==> config.mk <==
export PLATFORM = sky130hd
export DESIGN_NAME = zq_cal_seq
export DESIGN_NICKNAME = d
export VERILOG_FILES = /design/src/rtl/zqs_pkg.sv /design/src/rtl/zqs_ctx_track.sv /design/src/rtl/zqs_len_sel.sv /design/src/rtl/zqs_win_cnt.sv /design/src/rtl/zq_cal_seq.sv
export SDC_FILE = /design/constraint.sdc
export NUM_CORES = 1
export LEC_CHECK = 0
export ABC_AREA = 1
export BUFFER_PORTS_ARGS = -buffer_cell sky130_fd_sc_hd__buf_2
export CAP_MARGIN = 0
export CORE_ASPECT_RATIO = 0.9
export CORE_MARGIN = 2
export CORE_UTILIZATION = 50
export CTS_CLUSTER_DIAMETER = 100
export CTS_CLUSTER_SIZE = 16
export DETAILED_ROUTE_END_ITERATION = 16
export GPL_ROUTABILITY_DRIVEN = 0
export PLACE_DENSITY = 0.79
export SYNTH_ARGS = -nofsm -noshare
export SYNTH_HDL_FRONTEND = slang
export SYNTH_SLANG_ARGS = --single-unit
==> constraint.sdc <==
create_clock -name clk -period 1.65 [get_ports clk]
set_input_delay 0.165 -clock clk [delete_from_list [all_inputs] [get_ports clk]]
set_output_delay 0.165 -clock clk [all_outputs]
set_load 0.05 [all_outputs]
==> src/rtl/zqs_pkg.sv <==
package zqs_pkg;
  typedef enum logic [1:0] {
    CTX_PER  = 2'd0,
    CTX_SRX  = 2'd1,
    CTX_INIT = 2'd2
  } zq_ctx_e;

  function automatic int max3(input int a, input int b, input int c);
    int m;
    m = (a > b) ? a : b;
    return (m > c) ? m : c;
  endfunction
endpackage

==> src/rtl/zqs_ctx_track.sv <==
module zqs_ctx_track
  import zqs_pkg::*;
(
  input  logic    clk,
  input  logic    rst,
  input  logic    cal_req,
  input  logic    ctx_srx,
  input  logic    busy,
  input  logic    last,
  output logic    start,
  output zq_ctx_e ctx
);
  logic first_q;   // no window started since reset
  logic pend_q;    // request held during a window
  logic pend_srx_q;
  logic srx_eff;

  assign start   = (cal_req || pend_q) && (!busy || last);
  assign srx_eff = pend_q ? (pend_srx_q || (cal_req && ctx_srx)) : ctx_srx;

  always_comb begin
    if (first_q)      ctx = CTX_INIT;
    else if (srx_eff) ctx = CTX_SRX;
    else              ctx = CTX_PER;
  end

  always_ff @(posedge clk) begin
    if (rst) begin
      first_q    <= 1'b1;
      pend_q     <= 1'b0;
      pend_srx_q <= 1'b0;
    end else if (start) begin
      first_q    <= 1'b0;
      pend_q     <= 1'b0;
      pend_srx_q <= 1'b0;
    end else if (cal_req && busy) begin
      pend_q     <= 1'b1;
      pend_srx_q <= pend_srx_q || ctx_srx;
    end
  end
endmodule

==> src/rtl/zqs_len_sel.sv <==
module zqs_len_sel
  import zqs_pkg::*;
#(
  parameter int LEN_INIT = 512,
  parameter int LEN_SRX  = 256,
  parameter int LEN_PER  = 64,
  parameter int CW       = 9
) (
  input  zq_ctx_e       ctx,
  output logic [CW-1:0] len_m1
);
  localparam logic [CW-1:0] INIT_M1 = CW'(LEN_INIT - 1);
  localparam logic [CW-1:0] SRX_M1  = CW'(LEN_SRX - 1);
  localparam logic [CW-1:0] PER_M1  = CW'(LEN_PER - 1);

  always_comb begin
    unique case (ctx)
      CTX_INIT: len_m1 = INIT_M1;
      CTX_SRX:  len_m1 = SRX_M1;
      default:  len_m1 = PER_M1;
    endcase
  end
endmodule

==> src/rtl/zqs_win_cnt.sv <==
module zqs_win_cnt #(
  parameter int CW = 9
) (
  input  logic          clk,
  input  logic          rst,
  input  logic          start,
  input  logic [CW-1:0] len_m1,
  output logic          cmd,
  output logic          busy,
  output logic          done,
  output logic          last
);
  logic [CW-1:0] cnt_q;

  assign last = busy && (cnt_q == '0);

  always_ff @(posedge clk) begin
    if (rst) begin
      cnt_q <= '0;
      busy  <= 1'b0;
      cmd   <= 1'b0;
      done  <= 1'b0;
    end else begin
      cmd  <= start;
      done <= 1'b0;
      if (start) begin
        busy  <= 1'b1;
        cnt_q <= len_m1;
      end else if (busy) begin
        if (cnt_q == '0) begin
          busy <= 1'b0;
        end else begin
          cnt_q <= cnt_q - 1'b1;
          done  <= (cnt_q == CW'(1));
        end
      end
    end
  end
endmodule

==> src/rtl/zq_cal_seq.sv <==
module zq_cal_seq
  import zqs_pkg::*;
#(
  parameter int LEN_INIT = 512,
  parameter int LEN_SRX  = 256,
  parameter int LEN_PER  = 64
) (
  input  logic clk,
  input  logic rst,
  input  logic cal_req,
  input  logic ctx_srx,
  output logic zq_cmd,
  output logic busy,
  output logic done
);
  localparam int LMAX = max3(LEN_INIT, LEN_SRX, LEN_PER);
  localparam int CW   = (LMAX > 2) ? $clog2(LMAX) : 1;

  logic          start;
  logic          last;
  zq_ctx_e       ctx;
  logic [CW-1:0] len_m1;

  zqs_ctx_track u_ctx (
    .clk     (clk),
    .rst     (rst),
    .cal_req (cal_req),
    .ctx_srx (ctx_srx),
    .busy    (busy),
    .last    (last),
    .start   (start),
    .ctx     (ctx)
  );

  zqs_len_sel #(
    .LEN_INIT (LEN_INIT),
    .LEN_SRX  (LEN_SRX),
    .LEN_PER  (LEN_PER),
    .CW       (CW)
  ) u_len (
    .ctx    (ctx),
    .len_m1 (len_m1)
  );

  zqs_win_cnt #(
    .CW (CW)
  ) u_win (
    .clk    (clk),
    .rst    (rst),
    .start  (start),
    .len_m1 (len_m1),
    .cmd    (zq_cmd),
    .busy   (busy),
    .done   (done),
    .last   (last)
  );
endmodule

* Word-level counts from Yosys, hierarchy flattened
Index checks and enable logic that the tools add are counted.
** Cells by class
- $add $sub $neg :: 1
- Equal/unequal tests :: 4
- Mux-type cells :: 10
- Bitwise logic cells :: 1
- Reduce and logical (&&, ||, !) cells :: 14
** Operators by type and width (number)
- 9-bit two-way mux :: 3
- 9-bit one-hot mux with 2 select lines :: 1
- 9-bit by 1-bit == test with 1-bit output, second input constant :: 1
- 9-bit logical NOT :: 1
- 9-bit by 1-bit subtractor with 9-bit output, second input constant :: 1
- 1-bit two-way mux :: 5
- 1-bit logical AND :: 4
- 1-bit logical OR :: 4
- 4-bit OR reduction :: 1
- 2-bit by 1-bit == test with 1-bit output, second input constant :: 1
- 2-bit == test, second input constant :: 1
- 2-bit two-way mux :: 1
- 2-bit by 1-bit != test with 1-bit output, second input constant :: 1
- 2-bit AND reduction :: 1
- 2-bit nonzero test :: 1
- 2-bit OR reduction :: 1
- 1-bit logical NOT :: 1
- 1-bit inverter :: 1
** Word-level totals
- Register bits after elaboration :: 15
- Input bits :: 4
- Output and inout port bits :: 3
- Logic and storage cells :: 37

* Longest topological paths before layout
- Depth after elaboration :: 8
- Mapped depth :: 10
- Gate-level depth less buffers :: 10

* By module
Synthesis repeated with hierarchy kept, for this count alone.
** Second synthesis, totals
- Cells, all modules :: 161
- Area, all modules :: 1104.8 sq um
** Modules (own cells, without submodules)
- zqs_win_cnt :: times used 1, cells an instance 124, area each 867.1 sq um, seq. area each 240.2 sq um
- zqs_ctx_track :: times used 1, cells an instance 26, area each 161.4 sq um, seq. area each 60.1 sq um
- zqs_len_sel :: times used 1, cells an instance 11, area each 76.3 sq um, seq. area each 0.0 sq um

* Worst setup path after synthesis
OpenSTA, ideal clock, no wires.
- Kind :: flip-flop to flip-flop
- From :: register u_win.cnt_q[0]
- To :: register u_win.cnt_q[8]
- Setup time :: 114 ps
- Data arrival time :: 1229 ps
- Data required time :: 1536 ps
- Path slack :: 308 ps
- Stages on the path, launching flop included :: 11
- Path buffers :: 1
- Clock period less this slack :: 1342 ps
- Cells stage by stage :: dfxtp_1 > inv_1 > ha_1 > inv_1 > nor2_1 > nand4_2 > nand2_4 > buf_8 > o21ai_0 > nand2_1 > a21oi_2
** On the way
- Cells in the longest elaborated chain, start to end :: 6
- Elaborated cells between the ends (all ways) :: 11
- Classes of those cells :: add/sub (1); eq/ne (1); mux (3); reduce/logical (6)
** Ends and longest elaborated chain
- start, declared :: line zqs_win_cnt.sv:13 : logic [CW-1:0] cnt_q;
- start signal, assigned :: line zqs_win_cnt.sv:28 : cnt_q <= len_m1;
- start signal, assigned :: line zqs_win_cnt.sv:33 : cnt_q <= cnt_q - 1'b1;
- branches (longest 6 deep; another with 9-bit by 1-bit subtractor with 9-bit output)
Parallel ways; which one is timed is not known. The select of a mux whose other input is x is not followed.
A chain may end at the register's enable or synchronous reset.

* Worst setup path after layout
Same ends and word-level chain as after synthesis.

==> impl_metrics.py <==
metrics = {
    "critical_path": {
        "crit-reg2reg-capture": "u_win.cnt_q[8]$_SDFFE_PP0P_",
        "required_ns": 1.91,
        "ff2ff_setup_slack_ns": 0.13,
        "start_kind": "flip-flop",
        "cp_max_fo": 8,
        "rr_worst_depth": 10,
        "arrival_ns": 1.77,
        "reg2reg_from": "u_win.cnt_q[0]$_SDFFE_PP0P_",
        "path_class": "reg2reg",
        "endpoint_kind": "flip-flop",
    },
    "logic_synthesis": {
        "async_flop_share_pct": 0,
        "synth_largest_area_cell": "dfxtp_1",
        "synth_cells": 116,
        "yosys_warnings": 0,
        "synth_seq_cells": 15,
        "ys_types": 26,
        "synthesis.nets": 123,
        "syn_area_per_cell_sq_um": 7.10,
        "yosysSeqAreaShare_pct": 36.5,
        "synth_most_common_cell": "nand2_1",
        "synth_top_cells_by_count": "nand2_1, inv_1, nor2_1",
        "synth_edf_count": 0,
        "ys.flop_type": "dfxtp_1",
        "yosysTopAreaCellShare_pct": 36.5,
        "syn-cell-area_sq_um": 823,
        "synth_area_leaders": "dfxtp_1, nand2_1, inv_1",
    },
    "clock_network": {
        "cts_root_buf": "clkbuf_4",
        "htreeDepth": 1,
        "cts_tree": "yes",
        "cts_sinks": 15,
        "path_clk_slew_ns": 0.11,
        "numCtsBuffers": 3,
        "cts-hold-fix-buffers": 0,
        "clockBufferDepth": 2,
        "clock_latency_ns": 0.31,
    },
    "die": {
        "dieHeight_microns": 42.5,
        "initial_core_util_pct": 55.0,
        "die-area_sq_um": 1990,
        "die_x_microns": 46.8,
        "rows": 13,
        "core-area_sq_um": 1500,
        "pin_count": 7,
    },
    "placement": {
        "portBuffers": 6,
        "dp_worst_setup_slack_ns": 0.110,
        "hpwl_microns": 1310,
    },
    "timing": {
        "layout_min_cycle_time_ns": 1.52,
        "setup_ws_ns": 0.134,
        "hold_violations": 0,
        "rsz0062_at_grt": "no",
        "setup_tns_ns": 0,
        "drv_slew": 0,
        "worstMarginPinSlew_ns": 0.296,
        "max_freq_mhz": 660,
        "slew_headroom_pct": 80.3,
        "fin_crit_sh_pct": 91.9,
        "finalSetupViolCount": 0,
        "clock_skew_ns": 0.00548,
    },
    "final_layout": {
        "utilization_pct": 61.4,
        "drive_gt1_share_pct": 21.1,
        "n_antenna_cell": 0,
        "ff_latch_area_sq_um": 302,
        "nFillCells": 144,
        "syn_to_final_growth_pct": 11.6,
        "nets": 136,
        "multiInputGateArea_sq_um": 443,
    },
    "pwr": {
        "leakagePower_uw": 0.000442,
        "ir_drop_mv": 0.647,
        "power.density_nw_per_um2": 1030,
    },
    "hold_path": {
        "min_delay_worst_endpoint": "u_win.cnt_q[8]$_SDFFE_PP0P_",
        "hold_class": "in2reg",
        "whs_path_depth": 2,
        "hp-start": "rst",
    },
    "global_route": {
        "grt_pass1_vias": 640,
        "antenna_found_initial": 0,
        "grt_pass1_wl_microns": 2900,
        "gr-usage-all-layers_pct": 20.5,
        "overflow": 0,
        "grt_max_degree": 15,
    },
    "job": {
        "cap_violations": 0,
    },
    "routing": {
        "num_vias": 790,
        "wl_microns": 1840,
        "post-route-drc-count": 0,
        "initialDrtViolationCount": 44,
        "wire_per_inst_microns": 12.3,
        "ant_nets": 0,
        "firstDrtPassIters": 6,
        "vias_per_cell": 5.27,
    },
    "run_status": {
        "status": "complete, no violations",
    },
}
## state kept, by name, summed over array words and instances, names as in the netlist
name              count
u_ctx.first_q         1
u_win.busy            1
u_ctx.pend_srx_q      1
u_win.done            1
u_win.cmd             1
u_win.cnt_q           9
u_ctx.pend_q          1
## stage by stage
step	cell area, sq um	power [uW]	hold slack, ns	std cells
3_5_place_dp	866	697	0.410	143
2_1_floorplan	823	645	0.227	116
6_report	918	947	0.0756	150
4_1_cts	896	932	0.0763	147
5_1_grt	918	998	0.0743	150
3_3_place_gp	866	685	0.409	143
## layer usage
metal	GRT usage (%)	up-vias	share of wire, %
li1	-	393	-
met1	27.5	351	44
met2	30.7	37	45
met3	6.47	9	7.8
met4	6.67	0	3.0
met5	0	-	0
## repair_timing
| item | 4_1_cts | 5_1_grt |
|---|---|---|
| resized for setup | 0 | 3 |
| endpoints found under the setup margin | 0 | 5 |
| setup buffers | 0 | 2 |
## power breakdown
part           internal [uW]  switching [uW]
Clock                   92.8             147
Combinational           92.1             176
Sequential               401            37.6
Total                    586             361
## kinds of logic after synthesis
logic type / Yosys count / share of synthesized area (%)
AND/OR/NAND/NOR: 60 / 35.4
buffers and inverters: 20 / 10.5
AO/OA/AOI/OAI: 17 / 12.0
flip-flops: 15 / 36.5
adder cells (fa/ha/maj): 3 / 4.56
XOR/XNOR: 1 / 1.06
## worst max-delay path: stages (launching register included)
cell and delay [ns]:
dfxtp_2 0.35, inv_2 0.08, ha_1 0.16, inv_1 0.04, nor2_1 0.12, nand4_2 0.19
nand2_4 0.18, nand2_4 0.11, nand2_1 0.08, nand2_1 0.06, a21oi_2 0.10
## how the worst max path moves through the flow
| stage | startpoint | to | cells past startpoint | slack, ns |
|---|---|---|---|---|
| 6_report | u_win.cnt_q[0]$_SDFFE_PP0P_ | u_win.cnt_q[8]$_SDFFE_PP0P_ | 10 | 0.13 |
| 5_1_grt | u_win.cnt_q[0]$_SDFFE_PP0P_ | u_win.cnt_q[2]$_SDFFE_PP0P_ | 10 | 0.008 |
| 4_1_cts | u_win.cnt_q[0]$_SDFFE_PP0P_ | u_win.cnt_q[8]$_SDFFE_PP0P_ | 10 | 0.08 |
| 3_5_place_dp | u_win.cnt_q[0]$_SDFFE_PP0P_ | u_win.cnt_q[8]$_SDFFE_PP0P_ | 10 | 0.11 |
| 3_3_place_gp | u_win.cnt_q[0]$_SDFFE_PP0P_ | u_win.cnt_q[5]$_SDFFE_PP0P_ | 10 | 0.22 |
| 2_1_floorplan | u_win.cnt_q[0]$_SDFFE_PP0P_ | u_win.cnt_q[8]$_SDFFE_PP0P_ | 10 | 0.31 |
## layout make-up
class	instances	share of cell area, %
multi-input cells	82	48.2
flip-flops and latches	15	32.8
inverters	19	7.77
repair buffers	8	4.90
well taps	22	3.00
clock buffers	3	2.45
clock inverters	1	0.817
## layout by cell type (no fill, tap or decap), types with 2 or more instances in the layout
cell type,count
inv_1,15
nand2_1,25
a21oi_1,4
inv_2,3
nand2_2,2
buf_4,2
buf_2,6
clkbuf_4,3
nor2_4,2
nor2_1,16
nand3_1,9
dfxtp_1,14
nand2_4,2
o21ai_0,7
ha_1,3
Note: power is estimated with default switching activity, not from simulation.
